`config.mk`:
```
export PLATFORM = sky130hd
export DESIGN_NAME = out_setup_responder
export DESIGN_NICKNAME = d
export VERILOG_FILES = /design/src/rtl/osr_pkg.sv /design/src/rtl/osr_timer.sv /design/src/rtl/osr_decide.sv /design/src/rtl/osr_tog_bank.sv /design/src/rtl/out_setup_responder.sv
export SDC_FILE = /design/constraint.sdc
export NUM_CORES = 1
export LEC_CHECK = 0
export BUFFER_PORTS_ARGS = -buffer_cell sky130_fd_sc_hd__buf_2
export CAP_MARGIN = 40
export CORE_MARGIN = 5
export CORE_UTILIZATION = 51
export CTS_BUF_LIST = sky130_fd_sc_hd__clkbuf_8 sky130_fd_sc_hd__clkbuf_16
export DETAILED_ROUTE_END_ITERATION = 6
export GPL_TIMING_DRIVEN = 0
export PLACE_DENSITY = 0.82
export RECOVER_POWER = 50
export SYNTH_ARGS = -nofsm -noshare
export SYNTH_HDL_FRONTEND = slang
export SYNTH_SLANG_ARGS = --single-unit
```
`constraint.sdc`:
```
create_clock -name clk -period 4.5 [get_ports clk]
set_input_delay 0.675 -clock clk [delete_from_list [all_inputs] [get_ports clk]]
set_output_delay 0.675 -clock clk [all_outputs]
set_load 0.005 [all_outputs]
```
`src/rtl/osr_pkg.sv`:
```
package osr_pkg;
  localparam logic [3:0] PID_DATA0 = 4'b0011;
  localparam logic [3:0] PID_DATA1 = 4'b1011;

  typedef enum logic [3:0] {
    HS_NONE  = 4'b0000,
    HS_ACK   = 4'b0010,
    HS_NAK   = 4'b1010,
    HS_STALL = 4'b1110
  } hs_e;

  typedef enum logic [1:0] {
    TOG_KEEP = 2'd0,
    TOG_FLIP = 2'd1,
    TOG_SET1 = 2'd2
  } tog_e;
endpackage

```
`src/rtl/osr_timer.sv`:
```
module osr_timer #(
  parameter int TIMEOUT_CYC = 16,
  localparam int CW = $clog2(TIMEOUT_CYC + 1)
) (
  input  logic clk,
  input  logic rst,
  input  logic start,
  input  logic stop,
  output logic active
);
  localparam logic [CW-1:0] LAST = CW'(TIMEOUT_CYC - 1);

  logic [CW-1:0] cnt;

  always_ff @(posedge clk) begin
    if (rst) begin
      active <= 1'b0;
      cnt    <= '0;
    end else if (start) begin
      active <= 1'b1;
      cnt    <= '0;
    end else if (stop) begin
      active <= 1'b0;
      cnt    <= '0;
    end else if (active) begin
      if (cnt == LAST) begin
        active <= 1'b0;
        cnt    <= '0;
      end else begin
        cnt <= cnt + 1'b1;
      end
    end
  end
endmodule

```
`src/rtl/osr_decide.sv`:
```
module osr_decide
  import osr_pkg::*;
(
  input  logic       is_setup,
  input  logic [7:0] pid,
  input  logic       crc_ok,
  input  logic       exp_tog,
  input  logic       space,
  input  logic       halt,
  output hs_e        hs,
  output logic       accept,
  output tog_e       tog
);
  logic pid_ok, is_d0, is_d1, is_data;

  always_comb begin
    pid_ok  = (pid[7:4] == ~pid[3:0]);
    is_d0   = (pid[3:0] == PID_DATA0);
    is_d1   = (pid[3:0] == PID_DATA1);
    is_data = pid_ok && (is_d0 || is_d1) && crc_ok;
    hs      = HS_NONE;
    accept  = 1'b0;
    tog     = TOG_KEEP;
    if (is_data) begin
      if (is_setup) begin
        if (is_d0) begin
          hs     = HS_ACK;
          accept = 1'b1;
          tog    = TOG_SET1;
        end
      end else if (halt) begin
        hs = HS_STALL;
      end else if (is_d1 != exp_tog) begin
        hs = HS_ACK;
      end else if (!space) begin
        hs = HS_NAK;
      end else begin
        hs     = HS_ACK;
        accept = 1'b1;
        tog    = TOG_FLIP;
      end
    end
  end
endmodule

```
`src/rtl/osr_tog_bank.sv`:
```
module osr_tog_bank
  import osr_pkg::*;
#(
  parameter int NEP = 4,
  localparam int EPW = (NEP > 1) ? $clog2(NEP) : 1
) (
  input  logic           clk,
  input  logic           rst,
  input  logic           clr,
  input  logic           we,
  input  logic [EPW-1:0] ep,
  input  tog_e           op,
  output logic [NEP-1:0] tog
);
  for (genvar i = 0; i < NEP; i++) begin : g_ep
    localparam logic [EPW-1:0] IDX = EPW'(i);
    always_ff @(posedge clk) begin
      if (rst || clr) begin
        tog[i] <= 1'b0;
      end else if (we && ep == IDX) begin
        case (op)
          TOG_FLIP: tog[i] <= ~tog[i];
          TOG_SET1: tog[i] <= 1'b1;
          default:  tog[i] <= tog[i];
        endcase
      end
    end
  end
endmodule

```
`src/rtl/out_setup_responder.sv`:
```
module out_setup_responder
  import osr_pkg::*;
#(
  parameter int NEP = 4,
  parameter int TIMEOUT_CYC = 16,
  localparam int EPW = (NEP > 1) ? $clog2(NEP) : 1
) (
  input  logic           clk,
  input  logic           rst,
  input  logic           cfg_event,
  input  logic           tok_valid,
  input  logic           tok_setup,
  input  logic [EPW-1:0] tok_ep,
  input  logic [NEP-1:0] ep_space,
  input  logic [NEP-1:0] ep_halt,
  input  logic           pkt_eop,
  input  logic [7:0]     pkt_pid,
  input  logic           pkt_crc_ok,
  output logic           hs_valid,
  output logic [3:0]     hs_pid,
  output logic           acc_stb,
  output logic [EPW-1:0] acc_ep,
  output logic [NEP-1:0] rx_toggle
);
  logic           cur_setup;
  logic [EPW-1:0] cur_ep;
  logic           waiting;
  logic           take;
  hs_e            dec_hs;
  logic           dec_acc;
  tog_e           dec_tog;

  always_ff @(posedge clk) begin
    if (rst) begin
      cur_setup <= 1'b0;
      cur_ep    <= '0;
    end else if (tok_valid) begin
      cur_setup <= tok_setup;
      cur_ep    <= tok_ep;
    end
  end

  osr_timer #(.TIMEOUT_CYC(TIMEOUT_CYC)) u_timer (
    .clk(clk), .rst(rst), .start(tok_valid), .stop(take), .active(waiting)
  );

  assign take = pkt_eop && waiting;

  osr_decide u_decide (
    .is_setup(cur_setup), .pid(pkt_pid), .crc_ok(pkt_crc_ok),
    .exp_tog(rx_toggle[cur_ep]), .space(ep_space[cur_ep]),
    .halt(ep_halt[cur_ep]), .hs(dec_hs), .accept(dec_acc), .tog(dec_tog)
  );

  osr_tog_bank #(.NEP(NEP)) u_tog (
    .clk(clk), .rst(rst), .clr(cfg_event), .we(take),
    .ep(cur_ep), .op(dec_tog), .tog(rx_toggle)
  );

  always_ff @(posedge clk) begin
    if (rst) begin
      hs_valid <= 1'b0;
      hs_pid   <= HS_NONE;
      acc_stb  <= 1'b0;
      acc_ep   <= '0;
    end else begin
      hs_valid <= take && (dec_hs != HS_NONE);
      hs_pid   <= take ? dec_hs : HS_NONE;
      acc_stb  <= take && dec_acc;
      acc_ep   <= cur_ep;
    end
  end
endmodule

```
== Word level (Yosys, flattened, before mapping) ==
Index checks and enable logic that the tools add are counted.

* Bits in registers: 21
* Word-level logic and storage cells: 83
* Bits of input ports: 25
* Output and inout bits: 12

* Eq/ne operators: 10
* Add/subtract/negate cells: 1
* Reduce and logical (&&, ||, !) cells: 20
* Magnitude comparators: 1
* Bitwise gates (word level): 6
* Multiplexer cells: 33

{| class="wikitable"
|+ Operator list
! kind !! count
|-
| 2-to-1 mux 4 bit || 5
|-
| 2-to-1 mux 1 bit || 14
|-
| 2-to-1 mux 2 bit || 6
|-
| logical AND 1 bit || 9
|-
| case mux 1 bit (2 select lines) || 4
|-
| AND reduction 2 bit || 4
|-
| binary-select mux 1 bit (select 2 bit) || 3
|-
| == test 2 bit (second input constant) || 3
|-
| adder 5 x 1 -> 5 bit (second input constant) || 1
|-
| == test 5 x 4 -> 1 bit (second input constant) || 1
|-
| 2-to-1 mux 5 bit || 1
|-
| NOT 1 bit || 5
|-
| == test 2 x 1 -> 1 bit (second input constant) || 2
|-
| == test 4 x 2 -> 1 bit (second input constant) || 1
|-
| == test 4 bit || 1
|-
| == test 4 bit (second input constant) || 1
|-
| NOT 4 bit || 1
|-
| nonzero test 4 bit || 1
|-
| less-than comparator 2 x 3 -> 1 bit (second input constant) || 1
|-
| OR reduction 3 bit || 1
|-
| zero test 2 bit || 1
|-
| logical OR 1 bit || 2
|-
| nonzero test 2 bit || 1
|-
| OR reduction 2 bit || 1
|-
| inequality test 1 bit || 1
|}

== Depth between registers and ports, before layout ==
Gate-level depths: netlist (run 1).

* Depth in word-level cells: 10
* Gate-level depth with buffers: 9
* Depth with buffers taken out: 8

== Cells and area by module ==
A second synthesis (run 1) with hierarchy kept.

* Cell total of the unflattened synthesis: 103
* Area, all modules: 1048.5 um^2

{| class="wikitable"
|+ By module, submodules not included
! module !! cells an instance !! area an instance (um^2) !! sequential area each (um^2) !! times used
|-
| out_setup_responder || 30 || 410.4 || 220.2 || 1
|-
| osr_timer || 29 || 274.0 || 120.1 || 1
|-
| osr_tog_bank || 20 || 197.7 || 80.1 || 1
|-
| osr_decide || 24 || 166.4 || 0.0 || 1
|}

== Worst setup path before layout (run 1) ==
OpenSTA, ideal clock, no wires.

* Kind: in2reg
* Start: input port ep_halt[3]
* End: register u_tog.tog[0]
* Buffers on the path: 0
* Setup slack: 2.057 ns
* Cell stages on the path: 7
* Data arrival time: 2.352 ns
* Setup time: 0.091 ns
* Required time: 4.409 ns
* Cells stage by stage: mux4_2 nor3b_2 nand2b_1 ha_1 nor3_1 a21oi_1 a311oi_1

* Longest elaborated chain between the ends: 8
* Elaborated cells on any way between the ends: 10
* Classes of those cells: eq/ne: 2; mux: 6; reduce/logical: 2

{| class="wikitable"
|+ Ends and longest elaborated chain
! element !! line !! RTL
|-
| start, declared || out_setup_responder.sv:15 || <nowiki>input logic [NEP-1:0] ep_halt,</nowiki>
|-
| binary-select mux 1 bit (select 2 bit) * || out_setup_responder.sv:52 || <nowiki>.halt(ep_halt[cur_ep]), .hs(dec_hs), .accept(dec_acc), .tog(dec_tog)</nowiki>
|-
| 2-to-1 mux 1 bit (implied by the code) * || out_setup_responder.sv:52 ||
|-
| 2-to-1 mux 2 bit * || osr_decide.sv:31 || <nowiki>end else if (halt) begin</nowiki>
|-
| 2-to-1 mux 2 bit * || osr_decide.sv:25 || <nowiki>if (is_setup) begin</nowiki>
|-
| 2-to-1 mux 2 bit * || osr_decide.sv:24 || <nowiki>if (is_data) begin</nowiki>
|-
| == test 2 x 1 -> 1 bit or == test 2 bit (tied branches) || osr_tog_bank.sv:21 || <nowiki>case (op)</nowiki>
|-
| nonzero test 2 bit (no line) || -- ||
|-
| AND reduction 2 bit (no line) || -- ||
|-
| end signal, assigned by index || osr_tog_bank.sv:22 || <nowiki>TOG_FLIP: tog[i] <= ~tog[i];</nowiki>
|-
| end signal, assigned by index || osr_tog_bank.sv:24 || <nowiki>default: tog[i] <= tog[i];</nowiki>
|-
| end, declared || osr_tog_bank.sv:13 || <nowiki>output logic [NEP-1:0] tog</nowiki>
|}

Mark *: on every way between the ends. The rest lies on a longest branch, timed or not. The select of a mux whose other input is x is not followed.
A chain may end at the register's enable or synchronous reset.

== Worst setup path after layout (run 1) ==
* Start: register cur_ep[0]
* End: register u_tog.tog[0]

* Longest elaborated chain between the ends: 10
* Elaborated cells on any way between the ends: 19
* Classes of those cells: eq/ne: 3; mux: 12; reduce/logical: 4

{| class="wikitable"
|+ Ends and longest elaborated chain
! element !! line !! RTL
|-
| start, declared || out_setup_responder.sv:26 || <nowiki>logic [EPW-1:0] cur_ep;</nowiki>
|-
| start signal, assigned || out_setup_responder.sv:39 || <nowiki>cur_ep <= tok_ep;</nowiki>
|-
| binary-select mux 1 bit (select 2 bit) || out_setup_responder.sv:51 || <nowiki>.exp_tog(rx_toggle[cur_ep]), .space(ep_space[cur_ep]),</nowiki>
|-
| 2-to-1 mux 1 bit (implied by the code) || out_setup_responder.sv:51 ||
|-
| 2-to-1 mux 1 bit or inequality test 1 bit (tied branches) || osr_decide.sv:35, osr_decide.sv:33 ||
|-
| 2-to-1 mux 2 bit || osr_decide.sv:33 || <nowiki>end else if (is_d1 != exp_tog) begin</nowiki>
|-
| 2-to-1 mux 2 bit || osr_decide.sv:31 ||
|-
| 2-to-1 mux 2 bit || osr_decide.sv:25 ||
|-
| 2-to-1 mux 2 bit || osr_decide.sv:24 ||
|-
| == test 2 x 1 -> 1 bit or == test 2 bit (tied branches) || osr_tog_bank.sv:21 ||
|-
| nonzero test 2 bit (no line) || -- ||
|-
| AND reduction 2 bit (no line) || -- ||
|}

Parallel ways exist; a longest one is shown, timed or not. The select of a mux whose other input is x is not followed.

==> run summary, run 1 <==
The flow ran to the end, and the final reports show no timing, DRC or antenna violations. The top cell type by area accounts for 40.2% of the synthesized area. Clock tree synthesis inserted a total of 3 buffers. The setup path with the least slack is of type reg2reg. After clock tree synthesis, the setup repair step added 0 buffers. The initial standard-cell utilization of the core was 52.4%; the area overhead of the layout relative to synthesis was 27.1%. The overflow left after global routing came out at 0. The tools report the final setup skew as 5.28 ps. The number of antenna violations at the first check in global routing was 0; the number of warnings issued by yosys was 0. TritonCTS built the clock tree. The total number of nets in the final design is 171, and the number of ports placed on the die boundary is 37. The clock reaches the later pin of the worst-skew pair after 260 ps. The vertical extent of the die is 54.2 um.

Yosys attributes the largest share of cell area to sky130_fd_sc_hd__dfxtp_1 (40%), sky130_fd_sc_hd__nor2_1 (5.7%), sky130_fd_sc_hd__mux2i_1 (5.0%). Setup repair after global routing left no endpoint under its margin. For this design, the slowest cell found on the critical path is sky130_fd_sc_hd__mux4_2.

The clock drives 20 sinks. The synthesized design contains 0 enable-type register cells. The tool flagged a number of max-cap violations equal to 0. The synthesized design contains 20 register bits. Buffers placed on the I/O ports in this run total 33. Summing the sequential cell areas from Yosys gives 40.2% of the chip area. Entering global routing, the biggest net connects 13 pins. The congestion estimate from routability-driven global placement came to 0.761. The tools report the worst endpoint required time as 4670 ps. Excluding fillers, the count of instances in the completed layout stands at 170. The number of global-route vias before repair is 853, and the arrival time at the worst endpoint is 2710 ps. The tools report the synthesized instance count as 106. The clock period could shrink to 2540 ps. The power density over the cells is 320 nW/um^2, and the part of the cycle the worst path needs is 56.4%. The floorplan step defined a die boundary enclosing 2940 sq um. Traced cell by cell, the critical path runs through buf_6 > mux4_2 > nor3b_2 > nand2b_1 > ha_1 > nor3_1 > a21oi_1 > a311oi_1. The kind of launch point of the worst setup path is a flip-flop. In the final layout, the share of cells above drive strength 1 is 35.7%. Wires add up to 2.12 mm. Counting tap cells, the placed design contains a total of 166 instances. In the routed design, unresolved DRC markers number 0. For the final count of pins violating max slew, the log shows 0.

In this design, the stage delay of the slowest critical-path cell is 550 ps. The library cell used as clock root buffer was sky130_fd_sc_hd__clkbuf_8. The floorplan step defined a core boundary enclosing 1900 sq um. IR analysis of the VDD net gives a maximum drop of 332 uV. After layout, the design draws a total of 406 uW. The number of nets in the synthesized netlist was 133; the number of buffers between clock root and the deepest sink was 2.

The first global-routing pass estimated 3.48 mm of wire. For the detailed placer's ending HPWL, the log shows 1.66 mm. The worst setup path is captured at a flip-flop. Setup violations remaining at the end of the flow were counted as 0. The number of stages on the worst hold path came out at 2. The logs give 0 for the post-cts hold buffer count and 0 for the number of antenna-violating nets in the routed design. After routing the design area is 1270 sq um. In this run the static leakage power is 0.000562 uW. The worst reg-to-reg path cell count was 8; the final setup TNS was 0 ps. Summing over every cut layer, the via total after detailed routing is 862.

Violation count after the first detailed-route iteration: 10. In the final routed layout, each cell accounts on average for 12.5 um. Level count of the clock H-tree: 1. The placed instances occupy a cell area of 1190 sq um. Clock-pin slew was measured on the worst setup and hold paths at 70 ps. The largest fanout on the critical path was 10. Post-synthesis cell type with the largest combined area: sky130_fd_sc_hd__dfxtp_1.

In this run the worst hold path is classified as reg2reg. The most used flip-flop cell after synthesis is sky130_fd_sc_hd__dfxtp_1. The count of instances resized after the clock tree is built was 0; the synthesized area was 996 sq um. Number of hold violations in the final report: 0.

The logs give 172 for the number of filler cells placed in the layout and 394 MHz for the highest achievable clock rate. The distinct cell type count after synthesis is 34, and the share of flip-flops with an asynchronous set or reset is 0%. A synthesized cell averages 9.40 sq um. For this run, the total global-route usage over all layers was measured as 16.7%. The number of cell rows was 16; the first-pass iteration count of the detailed router was 4.

The average vias per placed instance is 5.07, and the die boundary width is 54.2 um. The repair_antennas step left the layout with diodes totalling 0.
==> cells by family after synthesis <==
group	Yosys count	synth area share (%)
and+or+nand+nor	46	25.6
DFF	20	40.2
AOI/OAI and AO/OA	14	10.6
muxes	10	12.9
buffers and inverters	10	5.15
xor gates and xnor gates	3	2.64
adders and majority gates	2	2.51
other	1	0.377
==> stage by stage <==
stage | setup slack, ps | hold slack (ps) | util, %
global route | 1710 | 506 | 66.6
finish | 1960 | 463 | 66.6
detailed placement | 1760 | 449 | 62.8
CTS | 1940 | 462 | 66.6
global placement | 1820 | 449 | 62.8
floorplan | 2060 | 433 | -
==> critical path: cells and delay by family (launching register included) <==
family | cells | cell delay, ps
AOI/OAI and AO/OA | 2 | 360
adders and majority gates | 1 | 340
buffers and inverters | 1 | 160
DFF | 1 | 370
muxes | 1 | 550
and+or+nand+nor | 3 | 670
==> report_power, final <==
part / total [uW] / leakage, uW / switching [uW] / internal [uW]
registers: 182 / 0.000162 / 2.09 / 180
clock network: 179 / 0.0000357 / 59.8 / 119
logic: 44.8 / 0.000364 / 21.9 / 22.9
==> final cells by class <==
cell class	count	area, sq um	share of cell area (%)
repair buffers	33	165	13.0
multi-input cells	76	544	43.0
clock inverters	1	30.0	2.37
well taps	27	33.8	2.67
flip-flops and latches	20	400	31.6
clock buffers	3	41.3	3.26
inverters	4	15.0	1.19
plain buffers	6	36.3	2.87
==> sequential cells by signal (all words and copies together) (netlist names) <==
name            flops
hs_valid            1
u_tog.tog           4
u_timer.cnt         5
u_timer.active      1
cur_setup           1
hs_pid              3
acc_stb             1
cur_ep              2
acc_ep              2
==> cells in the final DEF (no fill, tap or decap), drive strengths merged <==
cell,n
a21boi,1
nand2,7
dfxtp,20
inv,4
bufinv,1
conb,1
a311oi,2
nor2b,2
buf,37
o311ai,1
mux2i,5
nand3,1
mux2,3
xor2,2
ha,2
o21ai,1
nand4b,2
a22o,1
a22oi,1
nand4,2
a31oi,1
mux4,2
nor2,15
and3b,2
and4b,2
clkbuf,5
nand2b,2
or2,2
nor3,6
xnor2,1
a21oi,6
nor3b,3
==> cells in the mapped netlist (3+ instances only) <==
cell type                 number
sky130_fd_sc_hd__dfxtp_1      20
sky130_fd_sc_hd__nor2_1       15
sky130_fd_sc_hd__nand2_1       7
sky130_fd_sc_hd__a21oi_1       6
sky130_fd_sc_hd__nor3_1        6
sky130_fd_sc_hd__mux2i_1       5
sky130_fd_sc_hd__inv_1         4
sky130_fd_sc_hd__mux2_2        3
==> worst paths after layout <==
path,start,to,slack (ps)
hold reg to reg,u_timer.cnt[4],u_timer.cnt[4],460
setup reg to reg,cur_ep[0],u_tog.tog[0],1960
hold / removal,u_timer.cnt[4],u_timer.cnt[4],460
setup / recovery,cur_ep[0],u_tog.tog[0],1960
==> metal layers <==
metal,track usage (%),share of wire [%],up-vias
met2,29.3,51,25
met5,0,0,-
met1,17.3,41,389
met4,7.47,1.3,0
li1,-,-,444
met3,6.65,6.6,4
(Power assumes the default switching activity.)
==> inputs of run 2 (changes only) <==
Settings changed: CORE_UTILIZATION 51 to 47, PLACE_DENSITY 0.82 to 0.77.
Clock period 4.5 ns to 2.4 ns, I/O delays scaled along.
==> run 2 against run 1 <==
Compared with the run above:
- clock skew decreased by 0.88 ps
- maximum frequency increased by 13%
- utilization decreased by 1.6 points
- via count increased by 2.4%
==> run summary, run 2 (synthesis gave the netlist of run 1 again) <==
For the number of antenna-violating nets in the routed design, the log shows 0 (unchanged). The final count of pins violating max slew is 0 (unchanged). The critical path goes through mux4_2 > xor2_1 > nor3b_2 > nand2b_1 > ha_4 > nor3b_4 > a21oi_1 > a311oi_1.

The part of the cycle the worst path needs works out to 93.5% (+37 points). In this run the most critical hold path is launched from tok_ep[0]. The largest registers in the layout are u_timer.cnt (5), u_tog.tog (4), hs_pid (3). The cell sitting at the root of the clock tree is a sky130_fd_sc_hd__clkbuf_8.

The terminating pin of the worst hold path is cur_ep[0]. End of the worst register-to-register path: u_tog.tog[2]. The number of filler cells placed in the layout is 166 (-3.5%), and the worst setup margin is 157 ps (-1810 ps). The total power consumption of the routed design is 639 uW (+58%), and the share of layout cells above drive strength 1 is 36.6% (+0.89 points). The critical path is of the reg2reg type. The tools report the worst endpoint required time as 2560 ps (-2110 ps). The total core area came out at 1980 sq um (+4.2%). Ranked by flip-flop count, first place goes to u_timer.cnt. In the layout the commonest cells are sky130_fd_sc_hd__buf_2 (31), sky130_fd_sc_hd__dfxtp_1 (19), sky130_fd_sc_hd__nor2_1 (15). The maximum number of pins on one net before global-route repair was 11 (-2). The number of antenna violations at the first check in global routing is 0 (unchanged). Measured against its own limit, the worst slew margin works out to 65.7%.

The tools report the overflow left after global routing as 0 (unchanged). The violation count after the first detailed-route iteration came out at 13 (+3). The run gives 14.0% (-2.7 points) as the total routing resource utilization after global routing. The power density over the cells is 496 nW/um^2 (+55%), and the remaining routing DRC violations is 0 (unchanged). The run gives 0 (unchanged) as the number of hold violations in the final report.

For this design, the slowest cell found on the critical path is sky130_fd_sc_hd__mux4_2. The highest achievable clock rate was 446 MHz (+13%). The worst reg-to-reg path cell count was 8 (unchanged). The run finished with clean final reports. The count of input and output buffers is 33 (unchanged).

Largest fanout on the critical path: 4 (-6). The total area of multi-input combinational cells is 574 sq um (+5.5%), and the total vias in the final route is 883 (+2.4%). The tools report the weighted congestion at the end of routability-driven global placement as 0.742 (-2.4%). The worst stage delay on the critical path was 510 ps (-40 ps).

The mean routed wirelength per cell was 12.6 um (+0.84%); the total clock sinks was 20 (unchanged). The routed wire length was 2.16 mm (+2.0%). The number of flip-flops under the largest register name came out at 5 (unchanged).

The setup slack after placement came out at -109 ps (-1870 ps). The number of ports placed on the die boundary is 37 (unchanged). The path category of the worst min-delay check was in2reg.

The detailed placer's ending HPWL is 1.74 mm (+4.6%). At the pin with the least slew margin, the transition time is 511 ps. For the peak ir drop on the vdd network, the log shows 290 uV (-13%). The worst setup path is captured at a flip-flop. The wire length of the first global-routing pass is 3.59 mm (+3.4%), and the number of stages on the worst hold path is 3 (+1). The leading cell type in the layout, fill and taps excluded is sky130_fd_sc_hd__buf_2. The first-pass iteration count of the detailed router was 4 (unchanged). The total setup violations reported at the end of the flow is 0 (unchanged), and the total number of nets in the final design is 174 (+1.8%). The number of max-cap violations was 0 (unchanged); the number of global-route vias before repair was 869 (+1.9%). The tools report the worst reg2reg path startpoint as cur_ep[0]. The run gives 16 (unchanged) as the number of cell rows. The total inserted antenna cells was 0 (unchanged); the number of buffers between clock root and the deepest sink was 2 (unchanged). The run gives 50.3% (-2.1 points) as the initial standard-cell utilization of the core. The average vias per placed instance works out to 5.13 (+1.2%).

The level count of the clock H-tree came out at 1 (unchanged). The tools report the reg2reg setup slack as 160 ps (-1810 ps). The die footprint was 3140 sq um (+6.9%); the post-cts hold buffer count was 0 (unchanged).

The final setup skew was 4.40 ps (-0.878 ps); the area taken by flip-flops and latches was 402 sq um (+0.31%). Shortest clock period the worst path allows after layout: 2240 ps (-293 ps). The die boundary width was 56.0 um (+3.4%).

From synthesis to final layout, the design area changed by 29.4%. TritonCTS built the clock tree. The run gives 3 (unchanged) as the total CTS buffers. The arrival time at the worst endpoint is 2400 ps (-310 ps). The static power due to leakage was 0.000566 uW (+0.68%); the vertical extent of the die was 56.0 um (+3.4%). The later-pin clock latency in the skew report is 250 ps (about the same), and the clock-pin slew of the registers on the worst-case setup and hold paths is 70 ps (about the same). The kind of launch point of the worst setup path was a flip-flop.
[run 2: changes by cell type in the layout (fill, tap and decap cells not counted), sizes merged]
cell    change
bufinv      -1
clkbuf      +4
buf         -1
[run 2: critical path: cells and delay by family, from the launching register on]
| kind | cells | cell delay [ps] |
|---|---|---|
| muxes | 1 | 510 |
| and+or+nand+nor | 3 | 580 |
| adders and majority gates | 1 | 250 |
| DFF | 1 | 350 |
| xor gates and xnor gates | 1 | 170 |
| AOI/OAI and AO/OA | 2 | 300 |
[run 2: stage by stage]
| step | instances | cell area (sq um) | utilization, % | setup TNS [ps] | hold WS, ps |
|---|---|---|---|---|---|
| after floorplan | 106 | 996 | - | 0 | 433 |
| after global placement | 166 | 1190 | 60.3 | -127 | 455 |
| after detailed placement | 166 | 1190 | 60.3 | -222 | 468 |
| after CTS | 170 | 1250 | 63.1 | 0 | 353 |
| after global routing | 172 | 1290 | 65.0 | -29.3 | 362 |
| final | 172 | 1290 | 65.0 | 0 | 350 |
[run 2: how the worst max path moves through the flow]
stage	slack [ps]	endpoint	start	cells past startpoint
5_1_grt	-30	u_tog.tog[2]	cur_ep[0]	8
2_1_floorplan	100	u_tog.tog[0]	cur_ep[0]	8
3_3_place_gp	-80	u_tog.tog[0]	cur_ep[0]	8
6_report	160	u_tog.tog[2]	cur_ep[0]	8
4_1_cts	3	u_tog.tog[2]	cur_ep[0]	8
3_5_place_dp	-110	u_tog.tog[0]	cur_ep[0]	8
[run 2: cell type report]
cell class              instances  share of cell area, %
multi-input cells              76                   44.6
flip-flops and latches         20                   31.2
repair buffers                 36                   14.3
clock buffers                   3                   3.20
plain buffers                   6                   3.01
well taps                      27                   2.62
inverters                       4                   1.17
[run 2: where the power goes]
part	total [uW]	internal (uW)	leakage [uW]	switching, uW
Clock	206	111	0.0000216	94.8
Combinational	91.0	48.3	0.000382	42.7
Sequential	342	338	0.000163	4.19
[run 2: metal layers]
layer	GRT usage [%]	share of wire, %	vias up
met3	4.87	7.0	0
met5	0	0	-
met2	26.7	50	22
met1	14.9	43	406
met4	2.03	0	0
li1	-	-	455
[run 2: timing repair]
item / in CTS / in global routing
resized for setup: 2 / 4
setup buffers: 1 / 2
setup endpoints to repair: 3 / 4
gates cloned: 0 / 0
pin swaps: 1 / 5
